**src/rtl/dma_regs_pkg.sv**
```systemverilog
package dma_regs_pkg;
  localparam int unsigned REG_W     = 32;
  localparam int unsigned LO_CH     = 8;
  localparam int unsigned SLOT_W    = 4;
  localparam int unsigned ERR_OFS   = 8;
  localparam int unsigned STATE_LSB = 16;

  typedef enum logic [2:0] {
    W_CTL_LO = 3'd0, W_SCRATCH = 3'd1, W_IEN = 3'd2, W_CTL_HI = 3'd3,
    W_STS_LO = 3'd4, W_ZERO = 3'd5, W_STS_HI = 3'd6, W_NONE = 3'd7
  } word_e;

  typedef enum logic [1:0] {
    M_OFF = 2'd0, M_SG = 2'd1, M_SINGLE = 2'd2, M_KEEP = 2'd3
  } mode_e;

  function automatic int unsigned slot_of(int unsigned c);
    return (c < LO_CH) ? c : c - LO_CH;
  endfunction

  function automatic int unsigned ien_bit(int unsigned c);
    return (c < LO_CH) ? c : c + 8;
  endfunction

  function automatic int unsigned pend_bit(int unsigned c);
    return slot_of(c);
  endfunction

  function automatic int unsigned err_bit(int unsigned c);
    return slot_of(c) + ERR_OFS;
  endfunction

  function automatic int unsigned state_pos(int unsigned c);
    return STATE_LSB + 2 * slot_of(c);
  endfunction
endpackage

```
**src/rtl/dma_ch_ctrl.sv**
```systemverilog
module dma_ch_ctrl
  import dma_regs_pkg::*;
(
  input  logic       clk_i,
  input  logic       rst_ni,
  input  logic       wr_i,
  input  logic [2:0] field_i,
  input  logic       idle_i,
  output logic [1:0] mode_o,
  output logic       dir_o,
  output logic       start_o,
  output logic       abort_o
);
  always_ff @(posedge clk_i or negedge rst_ni) begin
    if (!rst_ni) begin
      mode_o  <= M_OFF;
      dir_o   <= 1'b0;
      start_o <= 1'b0;
      abort_o <= 1'b0;
    end else begin
      start_o <= 1'b0;
      abort_o <= 1'b0;
      if (wr_i) begin
        dir_o <= field_i[2];
        case (mode_e'(field_i[1:0]))
          M_KEEP: ;
          M_OFF: begin
            mode_o  <= M_OFF;
            abort_o <= 1'b1;
          end
          default: begin
            mode_o  <= field_i[1:0];
            start_o <= idle_i;
          end
        endcase
      end
    end
  end

  p_keep_mode_r4: assert property (@(posedge clk_i) disable iff (!rst_ni)
    (wr_i && field_i[1:0] == M_KEEP) |=> (mode_o == $past(mode_o)));

  p_start_running_r5: assert property (@(posedge clk_i) disable iff (!rst_ni)
    start_o |-> (mode_o == M_SG || mode_o == M_SINGLE));

  p_abort_off_r6: assert property (@(posedge clk_i) disable iff (!rst_ni)
    abort_o |-> (mode_o == M_OFF && !start_o));
endmodule

```
**src/rtl/dma_ch_flags.sv**
```systemverilog
module dma_ch_flags (
  input  logic clk_i,
  input  logic rst_ni,
  input  logic done_i,
  input  logic err_i,
  input  logic clr_pend_i,
  input  logic clr_err_i,
  output logic pend_o,
  output logic err_o
);
  always_ff @(posedge clk_i or negedge rst_ni) begin
    if (!rst_ni) begin
      pend_o <= 1'b0;
      err_o  <= 1'b0;
    end else begin
      // set wins over a same-cycle clear
      pend_o <= done_i | err_i | (pend_o & ~clr_pend_i);
      err_o  <= err_i | (err_o & ~clr_err_i);
    end
  end

  p_err_sets_r8: assert property (@(posedge clk_i) disable iff (!rst_ni)
    err_i |=> (pend_o && err_o));

  p_clear_r10: assert property (@(posedge clk_i) disable iff (!rst_ni)
    (clr_pend_i && !done_i && !err_i) |=> !pend_o);
endmodule

```
**src/rtl/dma_irq_merge.sv**
```systemverilog
module dma_irq_merge #(
  parameter int unsigned N = 12
) (
  input  logic [N-1:0] pend_i,
  input  logic [N-1:0] ien_i,
  output logic         irq_o
);
  assign irq_o = |(pend_i & ien_i);
endmodule

```
**src/rtl/dma_ctl_regs.sv**
```systemverilog
module dma_ctl_regs
  import dma_regs_pkg::*;
#(
  parameter int unsigned NUM_CH = 12,
  parameter int unsigned ADDR_W = 5
) (
  input  logic                clk_i,
  input  logic                rst_ni,
  input  logic                req_i,
  input  logic                we_i,
  input  logic [ADDR_W-1:0]   addr_i,
  input  logic [REG_W-1:0]    wdata_i,
  output logic [REG_W-1:0]    rdata_o,
  input  logic [NUM_CH-1:0]   done_i,
  input  logic [NUM_CH-1:0]   err_i,
  input  logic [2*NUM_CH-1:0] state_i,
  output logic [2*NUM_CH-1:0] mode_o,
  output logic [NUM_CH-1:0]   dir_o,
  output logic [NUM_CH-1:0]   start_o,
  output logic [NUM_CH-1:0]   abort_o,
  output logic                irq_o
);
  localparam int unsigned WSEL_LSB = 2;

  logic        wr_en, rd_en;
  word_e       wsel;
  logic [REG_W-1:0]  scratch_q;
  logic [NUM_CH-1:0] ien_q, pend, errf;
  logic        unused_ok;

  assign wsel      = word_e'(addr_i[WSEL_LSB +: 3]);
  assign wr_en     = req_i & we_i;
  assign rd_en     = req_i & ~we_i;
  assign unused_ok = ^{wdata_i, addr_i};

  for (genvar c = 0; c < NUM_CH; c++) begin : g_ch
    localparam int unsigned SLOT = slot_of(c);
    localparam word_e CTL_W = (c < LO_CH) ? W_CTL_LO : W_CTL_HI;
    localparam word_e STS_W = (c < LO_CH) ? W_STS_LO : W_STS_HI;

    dma_ch_ctrl i_ctrl (
      .clk_i   (clk_i),
      .rst_ni  (rst_ni),
      .wr_i    (wr_en && wsel == CTL_W),
      .field_i (wdata_i[SLOT*SLOT_W +: 3]),
      .idle_i  (state_i[2*c +: 2] == 2'd0),
      .mode_o  (mode_o[2*c +: 2]),
      .dir_o   (dir_o[c]),
      .start_o (start_o[c]),
      .abort_o (abort_o[c])
    );

    dma_ch_flags i_flags (
      .clk_i      (clk_i),
      .rst_ni     (rst_ni),
      .done_i     (done_i[c]),
      .err_i      (err_i[c]),
      .clr_pend_i (wr_en && wsel == STS_W && wdata_i[pend_bit(c)]),
      .clr_err_i  (wr_en && wsel == STS_W && wdata_i[err_bit(c)]),
      .pend_o     (pend[c]),
      .err_o      (errf[c])
    );

    always_ff @(posedge clk_i or negedge rst_ni) begin
      if (!rst_ni)                      ien_q[c] <= 1'b0;
      else if (wr_en && wsel == W_IEN)  ien_q[c] <= wdata_i[ien_bit(c)];
    end
  end

  always_ff @(posedge clk_i or negedge rst_ni) begin
    if (!rst_ni)                          scratch_q <= '0;
    else if (wr_en && wsel == W_SCRATCH)  scratch_q <= wdata_i;
  end

  dma_irq_merge #(.N(NUM_CH)) i_irq (
    .pend_i (pend),
    .ien_i  (ien_q),
    .irq_o  (irq_o)
  );

  logic [REG_W-1:0] ctl_lo_v, ctl_hi_v, ien_v, sts_lo_v, sts_hi_v;

  always_comb begin
    ctl_lo_v = '0;
    ctl_hi_v = '0;
    ien_v    = '0;
    sts_lo_v = '0;
    sts_hi_v = '0;
    for (int unsigned c = 0; c < NUM_CH; c++) begin
      ien_v[ien_bit(c)] = ien_q[c];
      if (c < LO_CH) begin
        ctl_lo_v[slot_of(c)*SLOT_W +: 3] = {dir_o[c], mode_o[2*c +: 2]};
        sts_lo_v[pend_bit(c)]            = pend[c];
        sts_lo_v[err_bit(c)]             = errf[c];
        sts_lo_v[state_pos(c) +: 2]      = state_i[2*c +: 2];
      end else begin
        ctl_hi_v[slot_of(c)*SLOT_W +: 3] = {dir_o[c], mode_o[2*c +: 2]};
        sts_hi_v[pend_bit(c)]            = pend[c];
        sts_hi_v[err_bit(c)]             = errf[c];
        sts_hi_v[state_pos(c) +: 2]      = state_i[2*c +: 2];
      end
    end
  end

  always_comb begin
    rdata_o = '0;
    if (rd_en) begin
      case (wsel)
        W_CTL_LO:  rdata_o = ctl_lo_v;
        W_SCRATCH: rdata_o = scratch_q;
        W_IEN:     rdata_o = ien_v;
        W_CTL_HI:  rdata_o = ctl_hi_v;
        W_STS_LO:  rdata_o = sts_lo_v;
        W_STS_HI:  rdata_o = sts_hi_v;
        default:   rdata_o = '0;
      endcase
    end
  end

  p_irq_needs_en_r11: assert property (@(posedge clk_i) disable iff (!rst_ni)
    (ien_q == '0) |-> !irq_o);
endmodule

```
**config.mk**
```make
export PLATFORM = sky130hd
export DESIGN_NAME = dma_ctl_regs
export DESIGN_NICKNAME = d
export VERILOG_FILES = /design/src/rtl/dma_regs_pkg.sv /design/src/rtl/dma_ch_ctrl.sv /design/src/rtl/dma_ch_flags.sv /design/src/rtl/dma_irq_merge.sv /design/src/rtl/dma_ctl_regs.sv
export SDC_FILE = /design/constraint.sdc
export NUM_CORES = 1
export LEC_CHECK = 0
export BUFFER_PORTS_ARGS = -buffer_cell sky130_fd_sc_hd__buf_2
export CAP_MARGIN = 30
export CORE_ASPECT_RATIO = 2
export CORE_MARGIN = 2
export CORE_UTILIZATION = 40
export CTS_CLUSTER_SIZE = 16
export DETAILED_ROUTE_END_ITERATION = 16
export PLACE_DENSITY = 0.64
export SLEW_MARGIN = 25
export SYNTH_ARGS = -nofsm -noshare
export SYNTH_HDL_FRONTEND = slang
export SYNTH_HIERARCHICAL = 1
export SYNTH_SLANG_ARGS = --single-unit
```
**constraint.sdc**
```tcl
create_clock -name clk_i -period 2 [get_ports clk_i]
set_clock_uncertainty 0.05 [all_clocks]
set_input_delay 0.5 -clock clk_i [delete_from_list [all_inputs] [get_ports clk_i]]
set_output_delay 0.5 -clock clk_i [all_outputs]
set_load 0.05 [all_outputs]
```
==> flow_metrics.tcl <==
set metrics [dict create \
    antenna_found_initial 0 \
    arrival_ns 1.63 \
    die_h_um 193 \
    grt_max_degree 38 \
    track_usage_pct 23.3 \
    maxCapViolCount 0 \
    synth_top_area_share_pct 45.0 \
    rsz0062_at_grt "yes" \
    num_vias 5799 \
    nNetsFinal 1009 \
    cts_tree "done" \
    fp.dieW_um 98.4 \
    dpl_cell_area_um2 9110 \
    fmax_mhz 458 \
    period_needed_ns 2.18 \
    drt_pre_antenna_iters 4 \
    mappedNetlistArea_um2 7120 \
    vias_per_cell 5.17 \
    startpoint_type "flip-flop" \
    clk_pin_slew_worst_paths_ns 0.06 \
    grt_pass1_wl_um 34000 \
    hold_path.class "input port to flip-flop" \
    areaGrowthSynthToFinish_pct 54.4 \
    syn_area_per_cell_um2 11.6 \
    critPathRequiredTime_ns 1.45 \
    cts_root_buf "clkbuf_16" \
    syn_nets 728 \
    clock-sinks 128 \
    die_area_um2 19000 \
    htreeDepth 4 \
    rows 69 \
    peakVddDrop_uv 589 \
    instances_no_fill 1121 \
    portBuffers 179 \
    worstSetupPathType "flip-flop to output pin" \
    io_pins 182 \
    overflow 0 \
    grt_pass1_vias 6066 \
    swShare_pct 31.9 \
    synth-seq-cells 128 \
    outcome "finished, violations left" \
    design_area_um2 11000 \
    fin_ws_ns -0.182 \
    p_total_w 0.00944 \
    wl_per_cell_um 19.7 \
    synthCells 615 \
    share_comb_of_total_power_pct 28.5 \
    initial_core_util_pct 40.4 \
    antenna_cells 0 \
    drt-total-wl_um 22100 \
    period_share_pct 109 \
    slew_violations 0 \
    setup_viol 33 \
    internal_power_w 0.00643 \
    p_seq_share_pct 34.7 \
    drive_gt1_share_pct 61.1 \
    leakagePower_nw 5.25 \
    tightest_slew_ns 0.404 \
    clk_path_buf_depth 2 \
    core_area_um2 17600 \
    power_density_nw_per_um2 859 \
    worstSkewPairLatency_ns 0.42 \
    drtIter0Drc 214 \
    p_switching_w 0.00302 \
    synth_cell_types 44 \
    dpl.hpwl_um 15100 \
    power_frac_clock_pct 36.8 \
    cp-end-kind "output pin" \
    path_max_fanout 3 \
    antenna_left 0 \
    yosys_warnings 6 \
    gp_congestion 0.826 \
    seq_area_frac_synth_pct 45.0 \
    setup-tns-final_ns -3.45 \
    cts-buffers-inserted 17 \
    violations "setup timing" \
    yosysTopAreaCell "dfrtp_1" \
    yosys-top-cells-area "dfrtp_1, mux2_4, mux2_2" \
    slew_headroom_pct 73.1 \
    drc 0 \
    hold_viol_final 0 \
    placed_cells 1048 \
]
layout make-up:
| cell class | instances | area, um2 |
|---|---|---|
| tap | 213 | 267 |
| multi-input combinational | 413 | 4330 |
| clock inverter | 12 | 208 |
| clock buffer | 19 | 443 |
| fill | 1405 | 6610 |
| sequential | 128 | 3200 |
| timing repair buffer | 286 | 2360 |
| inverter | 50 | 188 |
cell families after synthesis:
kind of cell | after synthesis | synth area share (%)
simple gates | 179 | 16.0
mux | 119 | 21.5
fa+ha+maj | 24 | 4.22
compound gates | 90 | 8.50
buf+inv | 75 | 4.78
flops | 128 | 45.0
worst max-delay path, stage by stage, from the launching register on:
cell     delay, ns
dfrtp_1       0.40
mux4_2        0.49
inv_2         0.08
o32ai_4       0.08
buf_6         0.16
routing by layer:
metal  track usage [%]  up-vias  part of all wire (%)
li1                  -     2672                     -
met1              29.4     2933                    42
met2              39.4      167                    52
met3              4.42       27                   4.1
met4              8.90        0                   2.2
met5                 0        -                     0
state kept, by name, summed over array words and instances, names as in the netlist:
signal and cells:
g_ch.i_ctrl/abort_o 12, g_ch.i_flags/err_o 12, scratch_q 32, g_ch.i_ctrl/dir_o 12, g_ch.i_ctrl/mode_o 24, g_ch.i_flags/pend_o 12, ien_q 12, g_ch.i_ctrl/start_o 12
synthesized netlist by cell type:
master	count
and4_1	1
a22o_1	3
buf_1	2
o21ai_0	6
nor3b_2	2
a221oi_2	3
ha_1	24
buf_4	4
a21oi_1	27
nor2b_4	12
and2_1	25
nand3_1	2
a32oi_1	3
nor2_2	1
nor3b_1	3
and3_1	1
buf_6	4
or2_2	2
clkbuf_1	4
nand2b_1	8
mux2_4	54
a31oi_1	1
nor2b_1	5
nor2_1	55
o32ai_1	3
and2_2	12
nand2_1	6
and2b_1	26
mux4_2	1
o221ai_1	1
buf_2	10
and3_2	12
o22a_1	5
mux2_2	47
o21ai_1	12
nand3b_1	5
o32a_1	1
a22oi_1	13
a21o_1	12
clkbuf_2	1
nor3_1	1
dfrtp_1	128
mux2i_1	17
inv_1	50
power by group through the flow:
stage	sequential, W	clock, W	combinational [W]
floorplan	0.00379	0	0.00108
global placement	0.00330	0	0.00226
detailed placement	0.00331	0	0.00229
CTS	0.00327	0.00351	0.00256
global route	0.00332	0.00363	0.00283
finish	0.00328	0.00348	0.00269
final timing paths:
path | endpoint | cells past startpoint | slack, ns | from
max | rdata_o[0] | 4 | -0.18 | g_ch[8].i_flags/pend_o$_DFF_PN0_
min | g_ch[10].i_flags/err_o$_DFF_PN0_ | 2 | 0.21 | err_i[10]
max reg2reg | g_ch[0].i_ctrl/mode_o[0]$_DFFE_PN0P_ | 2 | 1.02 | g_ch[0].i_ctrl/mode_o[0]$_DFFE_PN0P_
min reg2reg | g_ch[9].i_flags/err_o$_DFF_PN0_ | 1 | 0.43 | g_ch[9].i_flags/err_o$_DFF_PN0_
max in group asynchronous | g_ch[8].i_ctrl/start_o$_DFF_PN0_ | 3 | 0.77 | rst_ni
min in group asynchronous | g_ch[2].i_ctrl/abort_o$_DFF_PN0_ | 2 | 0.52 | rst_ni
repair_timing:
action                     in CTS  in global routing
buffers inserted               24                 12
hold buffers                    1                  0
hold endpoints to repair       33                  0
pin swaps                      48                 31
resized for setup             156                 49
cloned                          4                  4
setup endpoints to repair      33                 33
through the flow:
step                hold slack (ns)  utilization (%)  worst slack, ns
global placement              0.391             51.8           -0.539
detailed placement            0.394             51.8           -0.507
finish                        0.214             62.5           -0.182
CTS                           0.206             60.3           -0.195
floorplan                     0.154                -           -0.277
global route                  0.222             62.5           -0.234
cell usage in the layout (no fill, tap or decap), types with 6 or more instances in the layout:
master / instances
a21oi_4: 15
o21ai_1: 12
buf_4: 71
and2b_1: 25
clkbuf_16: 20
buf_12: 15
dfrtp_1: 128
a21oi_2: 8
mux2i_1: 13
buf_2: 141
and2_1: 24
a22oi_2: 11
nor2b_4: 14
and3_2: 12
mux2_2: 36
nand2b_1: 6
and2_2: 12
nor2_1: 30
inv_1: 49
ha_1: 24
a21o_1: 12
buf_8: 10
nor2_4: 24
buf_6: 40
mux2_4: 65
(Power assumes the default switching activity.)
